`src/rtl/mt_btb.sv`:
```
module mt_btb #(
  parameter int PC_W       = 32,
  parameter int TGT_W      = 32,
  parameter int ENTRIES    = 16,
  parameter int TAG_W      = 8,
  parameter int THREADS    = 4,
  parameter int INST_SHIFT = 2,
  localparam int IDX_W     = $clog2(ENTRIES),
  localparam int LOG2T     = $clog2(THREADS),
  localparam int TID_W     = (LOG2T > 0) ? LOG2T : 1
) (
  input  logic             clk,
  input  logic             rst_n,
  input  logic             flush,
  input  logic [PC_W-1:0]  lk_pc,
  input  logic [TID_W-1:0] lk_tid,
  output logic             lk_hit,
  output logic [TGT_W-1:0] lk_target,
  input  logic             up_en,
  input  logic [PC_W-1:0]  up_pc,
  input  logic [TID_W-1:0] up_tid,
  input  logic [TGT_W-1:0] up_target
);
  localparam int TAG_SHIFT = INST_SHIFT + IDX_W;
  localparam int TID_SHIFT = IDX_W - LOG2T;

  if (ENTRIES < 2 || (1 << IDX_W) != ENTRIES) begin : g_bad_entries
    $error("mt_btb: ENTRIES must be a power of two >= 2");
  end
  if ((1 << LOG2T) != THREADS || LOG2T > IDX_W) begin : g_bad_threads
    $error("mt_btb: THREADS must be a power of two with log2 <= index width");
  end
  if (TAG_SHIFT + TAG_W > PC_W) begin : g_bad_tag
    $error("mt_btb: tag field exceeds PC width");
  end

  function automatic logic [IDX_W-1:0] set_of(input logic [PC_W-1:0] pc,
                                               input logic [TID_W-1:0] tid);
    logic [IDX_W-1:0] mix;
    mix = IDX_W'(tid) << TID_SHIFT;
    return pc[INST_SHIFT +: IDX_W] ^ mix;
  endfunction

  logic [ENTRIES-1:0] valid_q;
  logic [TAG_W-1:0]   tag_q [ENTRIES];
  logic [TID_W-1:0]   tid_q [ENTRIES];
  logic [TGT_W-1:0]   tgt_q [ENTRIES];

  logic [IDX_W-1:0] lk_idx, up_idx;
  logic [TAG_W-1:0] lk_tag;
  logic             unused_pc_bits;

  assign lk_idx = set_of(lk_pc, lk_tid);
  assign up_idx = set_of(up_pc, up_tid);
  assign lk_tag = lk_pc[TAG_SHIFT +: TAG_W];
  assign unused_pc_bits = ^{lk_pc, up_pc};

  always_ff @(posedge clk or negedge rst_n) begin
    if (!rst_n)           valid_q <= '0;
    else if (flush)       valid_q <= '0;
    else if (up_en)       valid_q[up_idx] <= 1'b1;
  end

  always_ff @(posedge clk) begin
    if (up_en && !flush) begin
      tag_q[up_idx] <= up_pc[TAG_SHIFT +: TAG_W];
      tid_q[up_idx] <= up_tid;
      tgt_q[up_idx] <= up_target;
    end
  end

  assign lk_hit    = valid_q[lk_idx] && (tag_q[lk_idx] == lk_tag) && (tid_q[lk_idx] == lk_tid);
  assign lk_target = lk_hit ? tgt_q[lk_idx] : '0;
endmodule

```
`config.mk`:
```
export PLATFORM = sky130hd
export DESIGN_NAME = mt_btb
export DESIGN_NICKNAME = d
export VERILOG_FILES = /design/src/rtl/mt_btb.sv
export SDC_FILE = /design/constraint.sdc
export NUM_CORES = 1
export LEC_CHECK = 0
export ABC_AREA = 1
export BUFFER_PORTS_ARGS = -buffer_cell sky130_fd_sc_hd__buf_2
export CAP_MARGIN = 10
export CORE_ASPECT_RATIO = 1.75
export CORE_MARGIN = 8
export CORE_UTILIZATION = 25
export DETAILED_ROUTE_END_ITERATION = 7
export PLACE_DENSITY_LB_ADDON = 0.12
export SYNTH_ARGS = -nofsm -noshare
export SYNTH_HDL_FRONTEND = slang
export SYNTH_SLANG_ARGS = --single-unit
```
`constraint.sdc`:
```
create_clock -name clk -period 6 [get_ports clk]
set_input_delay 1.2 -clock clk [delete_from_list [all_inputs] [get_ports clk]]
set_output_delay 1.2 -clock clk [all_outputs]
set_load 0.05 [all_outputs]
```
* After elaboration in Yosys (flattened, before gate mapping)
Memory sizes are Yosys's and may differ from the RTL's.
Index checks and enable logic that the tools add are counted.
** Storage, ports and cells
- Input bits :: 104
- RAM bits :: 672
- Register bits :: 16
- Logic and storage cells :: 27
- Memories kept :: 3
- Output and inout bits :: 33
** Memory list
- tgt_q :: depth 16, width 32, read ports 1, clocked after memory_dff 0, wr ports 1, RTL line 47 : logic [TGT_W-1:0] tgt_q [ENTRIES];
- tag_q :: depth 16, width 8, read ports 1, clocked after memory_dff 0, wr ports 1, RTL line 45 : logic [TAG_W-1:0] tag_q [ENTRIES];
- tid_q :: depth 16, width 2, read ports 1, clocked after memory_dff 0, wr ports 1, RTL line 46 : logic [TID_W-1:0] tid_q [ENTRIES];
** Cells by class
- $lt $le $gt $ge :: 3
- Bitwise gates (word level) :: 3
- Muxes and demuxes :: 9
- Equality and inequality tests :: 2
- Reduce and logical (&&, ||, !) cells :: 6
** Operators with widths (number)
- 16-bit two-way mux :: 2
- 32-bit two-way mux :: 1
- 16-bit bitwise OR :: 1
- 4-bit by 5-bit < comparator with 1-bit output, second input constant :: 2
- 8-bit equality test :: 1
- 4-bit bitwise XOR :: 2
- 1-bit binary-select mux with 4-bit select :: 1
- 1-bit demux with 4-bit select :: 1
- 4-bit by 1-bit greater-or-equal comparator with 1-bit output, second input constant :: 1
- 1-bit logical AND :: 4
- 1-bit two-way mux :: 4
- 2-bit equality test :: 1
- 2-bit nonzero test :: 1
- 1-bit logical NOT :: 1

* Longest topological paths before layout
Gate-level depths: netlist of the first run.
- Word-level depth :: 8
- Mapped depth :: 17
- Gate-level depth less buffers :: 14

* Worst setup path before layout of the first run
OpenSTA, ideal clock, no wires.
- Path type :: input -> output
- From :: in lk_pc[2]
- To :: out lk_target[1]
- Stages on the path :: 11
- Buffers on the path :: 5
- Slack :: 1611 ps
- Required time :: 4800 ps
- Arrival :: 3189 ps
- Cells stage by stage :: buf_4 buf_6 buf_4 buf_2 clkbuf_1 nand2_1 a221oi_1 nor2_1 nand2_1 o31ai_1 nor2_1
** Between the ends
- Word-level cells in the longest chain between the ends :: 6
- Elaborated cells between the ends (all ways) :: 11
- Those cells by class :: eq/ne (2); mux (3); bitwise (1); reduce/logical (2); memory (3)
** RTL lines
- from (decl) :: RTL line 15 : input logic [PC_W-1:0] lk_pc,
- 4-bit bitwise XOR (*) :: RTL line 41 : return pc[INST_SHIFT +: IDX_W] ^ mix;
- memory read 16 x 8 bit or 1-bit binary-select mux with 4-bit select (tied branches)
- 8-bit equality test or 1-bit two-way mux (tied branches) :: RTL line 72 : assign lk_hit = valid_q[lk_idx] && (tag_q[lk_idx] == lk_tag) && (tid_q[lk_idx] == lk_tid);
- 1-bit logical AND (2 in series) :: RTL line 72
- 32-bit two-way mux (*) :: RTL line 73 : assign lk_target = lk_hit ? tgt_q[lk_idx] : '0;
- to (decl) :: RTL line 18 : output logic [TGT_W-1:0] lk_target,
Every way passes the cells marked *; elsewhere a longest branch is shown, timed or not. The select of a mux whose other input is x is not followed.

* Worst setup path in the final report of the first run
- From :: in lk_pc[2]
- To :: out lk_target[6]
The elaborated chain is that of the path after synthesis.

==> metrics, run 1 <==
area of the multi-input gates 6140 sq um; Die ar. 122000 sq um; initial antenna violation count 10; Worst Clk Skew 0 ps; DR DRC count 0; crit path DAT 3950 ps; Worst setup SP type primary input; largest net degree at the start of global routing 95; commonest non-fill, non-tap cell in the layout edfxtp_1; Max FO, Critical Path 61; post-route setup TNS 0 ps; CTS tree built; die extent in x 268 um; Clock Latency Late Sink 630 ps; worst path bufs/invs 4; Starting Density 25.2%; most frequent cells in the layout 672 x edfxtp_1, 502 x nand2_1, 259 x a21oi_1; max cap viols 0; final WL 86.3 mm; via/cell ratio 4.68; share of cells above drive strength 1 13.1%; CTS max path bufs 3; drt first pass iters 5; Syn Inst Count 2138; crit share post-route 85.8%; clk root buf clkbuf_16; post-cts gate resize count 0; CP required 4800 ps; Core Util, Final 29.4%; Clock transition at path regs 60 ps; number of post-CTS setup repair buffers 0; Slew headroom 26.0%; wire length per cell after detailed routing 23.1 um; Total Routing Usage GR 14.0%; outcome finished, final reports clean; total grt overflow 0; clk sinks 688; # hold bufs at CTS 0; Critical Path Sink Type output pin; die height 456 um; Crit path top cell by count nand2_1; fin nets 2312; Slew @ Worst Pin 1110 ps; first-pass GRT wire length 125 mm; vias in the first global route 17900; syn_nets 2242; Leak Pwr 11.0 nW; Vias 17400; fin crit period 5150 ps; Num CTS Buffers 69; FMAX 194 MHz; Fill cells 11200; gpl congestion 0.685; Final Max Tran Viols 0; Setup violations, final 0; Final Power 10.4 mW; mean post-synth cell area 13.0 sq um; num rows 161; worst path cell trace buf_8 -> buf_4 -> o21ai_0 -> nand3_1 -> nand3_1 -> nand2_1 -> nand2_1 -> nand2_1 -> nand2_1 -> nor2_1 -> nand3_4 -> buf_4 -> nor2_2 -> buf_2; Worst Hold Class in -> async; CP max-delay cell buf_4; Core ar. 110000 sq um; Final Hold Vio Count 0; Starting DRT DRC Count 1114; Syn. warnings 0; Crit Path Class in -> out; P per Cell Area 322 nW/um^2; DP HPWL 43.6 mm; Yosys reg bits 688; # port buffers 96; I/O pin cnt 137; Netlist cell types 26; RSZ-0062 raised after global routing no; htree depth 3; sequential cell area 20600 sq um; max incr delay on CP 630 ps; sequential area share after synthesis 74.3%; CP delay by family, top buffers and inverters; Synth Cell Area 27700 sq um; Area Overhead vs Synth 16.6%; antenna violation net count after detailed routing 0; peak supply drop 0.188 mV
stage by stage:
step	setup WS, ps	cell area (sq um)	instances	hold WS [ps]
floorplan	1610	27700	2138	505
global placement	773	30100	3604	522
detailed placement	771	30100	3604	526
CTS	770	32300	3727	410
global route	560	32300	3728	468
finish	853	32300	3730	477
cells by family (layout without fill, tap and decap cells):
kind of cell / count (synthesis) / after routing / synth area share [%]
compound gates: 472 / 472 / 10.8
xor+xnor: 5 / 5 / 0.212
buf+inv: 248 / 370 / 4.08
flops: 688 / 688 / 74.3
other cells: 0 / 3 / 0
simple gates: 725 / 725 / 10.6
cell type report:
type,instances,share of cell area [%]
clock inverter,35,0.910
clock buffer,88,5.83
inverter,102,1.23
antenna,3,0.0232
tap,1467,5.68
timing repair buffer,145,3.63
multi-input combinational,1202,19.0
sequential,688,63.7
registers in the layout, indices dropped and copies added, names as in the netlist:
name and cells:
tgt_q 512, tag_q 128, tid_q 32, valid_q 16
cell usage after synthesis (all sizes together):
cell,count,area (sq um)
o211ai,14,105
a221oi,128,1120
nand3,106,543
nor2,116,513
xnor2,4,42.6
o31ai,32,240
inv,102,383
dfrtp,16,400
o21ai,22,110
edfxtp,672,20200
clkbuf,47,176
o22ai,16,100
nand2,502,1880
buf,99,572
nand3b,1,7.51
xor2,1,16.3
a21oi,260,1310
per-layer routing:
metal | vias up | routed length, um | GRT usage, %
met5 | - | 33 | 0
met4 | 6 | 2220 | 4.38
met3 | 136 | 3160 | 2.26
met2 | 356 | 44000 | 24.8
met1 | 8959 | 36900 | 17.1
li1 | 7982 | - | -
power breakdown:
group          internal [mW]  switching [mW]  total, mW  leakage, nW
clock                   2.40            1.87       4.27         1.07
combinational          0.201           0.553      0.755         3.65
sequential              5.35          0.0167       5.37         6.28
worst register-to-register path, delay by kind of cell (launching register included):
family	cells	cell delay, ps
buffers and inverters	1	70
DFF	1	370
AOI/OAI and AO/OA	1	90
final timing paths:
path | from | to | slack (ps) | cells past startpoint
hold reg to reg | valid_q[3]$_DFFE_PN0P_ | valid_q[3]$_DFFE_PN0P_ | 530 | 2
hold / removal | rst_n | valid_q[1]$_DFFE_PN0P_ | 480 | 1
min in group clk | valid_q[3]$_DFFE_PN0P_ | valid_q[3]$_DFFE_PN0P_ | 530 | 2
setup / recovery | lk_pc[2] | lk_target[6] | 850 | 14
max in group asynchronous | rst_n | valid_q[6]$_DFFE_PN0P_ | 5260 | 1
setup reg to reg | valid_q[6]$_DFFE_PN0P_ | valid_q[6]$_DFFE_PN0P_ | 5300 | 2
Power figures use the tool's default switching activity.
==> inputs of run 2 (changes only) <==
- CAP_MARGIN: 10 -> 20
- RECOVER_POWER: default -> 50
- clock period: 6 -> 5.3 ns (I/O delays scaled with it)
==> metrics, run 2 (synthesis gave the netlist of run 1 again) <==
Worst Hold Class in -> async; most frequent cells in the layout 672 x edfxtp_1, 502 x nand2_1, 259 x a21oi_1; CP required 4240 ps; max reg flops 512; first-pass GRT wire length 125 mm; CTS max path bufs 3; peak supply drop 0.230 mV; Final Hold Vio Count 0; fin nets 2316; Leak Pwr 11.0 nW; # port buffers 96; die extent in x 268 um; Worst setup SP type primary input; Starting DRT DRC Count 1219; worst path cell trace buf_2 -> xnor2_4 -> buf_12 -> buf_4 -> a221oi_1 -> o31ai_1 -> nor2_2 -> buf_12; Clock Latency Late Sink 630 ps; clk sinks 688; most used routing layer met2; Slew @ Worst Pin 1080 ps; share of cells above drive strength 1 11.4%; initial antenna violation count 8; # hold bufs at CTS 0; DP HPWL 43.6 mm; Core Util, Final 29.5%; Clock transition at path regs 60 ps; number of post-CTS setup repair buffers 0; post-route setup TNS 0 ps; clk root buf clkbuf_16; DR DRC count 0; Die ar. 122000 sq um; Fill cells 11200; total grt overflow 0; via/cell ratio 4.69; gpl congestion 0.686; final WL 86.8 mm; die height 456 um; Starting Density 25.2%; FMAX 196 MHz; Crit Path Class in -> out; crit path DAT 4030 ps; I/O pin cnt 137; Vias 17500; max cap viols 0; Critical Path Sink Type output pin; Total Routing Usage GR 13.9%; CTS tree built; Area Overhead vs Synth 17.3%; M3 GR Usage 2.46%; Top reg by flops tgt_q; largest net degree at the start of global routing 131; htree depth 3; antenna violation net count after detailed routing 0; Num CTS Buffers 71; max incr delay on CP 870 ps; post-cts gate resize count 0; num rows 161; P per Cell Area 371 nW/um^2; Setup violations, final 0; CP max-delay cell xnor2_4; Slew headroom 27.9%; crit share post-route 96.0%; biggest regs tgt_q x512, tag_q x128, tid_q x32; Worst Clk Skew 0 ps; wire length per cell after detailed routing 23.2 um; outcome finished, final reports clean; drt first pass iters 6; fin crit period 5090 ps; commonest non-fill, non-tap cell in the layout edfxtp_1; RSZ-0062 raised after global routing no; Crit path top cell by count buf_12; Core ar. 110000 sq um; met1 usage 17.5%; vias in the first global route 17700; met2 Use GR 24.3%; Max FO, Critical Path 28; Final Max Tran Viols 0
==> run 2: cell count changes in the layout (fill, tap and decap cells not counted), sizes merged <==
cell,delta
bufinv,+5
buf,-41
inv,+1
clkinvlp,+2
clkbuf,+42
clkinv,-2
==> run 2: path summary, 6_finish.rpt <==
path,start,end,slack (ps),cells past startpoint
worst max-delay path,lk_pc[4],lk_target[10],210,8
worst min-delay path,rst_n,valid_q[1]$_DFFE_PN0P_,530,1
worst max register to register,valid_q[11]$_DFFE_PN0P_,valid_q[11]$_DFFE_PN0P_,4610,2
worst min register to register,valid_q[3]$_DFFE_PN0P_,valid_q[3]$_DFFE_PN0P_,530,2
max in group asynchronous,rst_n,valid_q[12]$_DFFE_PN0P_,4210,1
min in group clk,valid_q[3]$_DFFE_PN0P_,valid_q[3]$_DFFE_PN0P_,530,2
==> run 2: cell type report <==
type	count	area, sq um	share of cell area [%]
sequential	688	20600	63.3
multi-input combinational	1202	6140	18.9
timing repair buffer	147	1220	3.76
clock buffer	87	1880	5.78
clock inverter	41	440	1.36
antenna	3	7.51	0.0231
inverter	102	397	1.22
tap	1467	1840	5.65
==> run 2: routing by layer <==
| metal | up-vias | share of wire (%) |
|---|---|---|
| li1 | 7998 | - |
| met4 | 4 | 2.3 |
| met3 | 130 | 4.2 |
| met2 | 431 | 50 |
| met5 | - | 0.031 |
| met1 | 8974 | 43 |
==> run 2: where the power goes <==
group | switching (mW) | internal, mW | total [mW]
combinational | 0.641 | 0.231 | 0.872
clock | 2.15 | 2.97 | 5.12
sequential | 0.0191 | 6.06 | 6.08
total | 2.81 | 9.26 | 12.1
==> run 2: stage by stage <==
| stage | hold slack [ps] | setup WS [ps] | std cells | total power [mW] | area, sq um |
|---|---|---|---|---|---|
| CTS | 294 | 121 | 3734 | 12.3 | 32500 |
| global route | 566 | 73.9 | 3735 | 12.5 | 32500 |
| global placement | 517 | 83.1 | 3606 | 7.08 | 30200 |
| detailed placement | 522 | 119 | 3606 | 7.09 | 30200 |
| floorplan | 505 | 1190 | 2138 | 6.69 | 27700 |
| finish | 529 | 210 | 3737 | 12.1 | 32500 |
==> run 2: critical path: cells and delay by family <==
| kind | cells | cell delay [ps] |
|---|---|---|
| buf+inv | 4 | 1140 |
| simple gates | 1 | 130 |
| xor+xnor | 1 | 870 |
| compound gates | 2 | 760 |
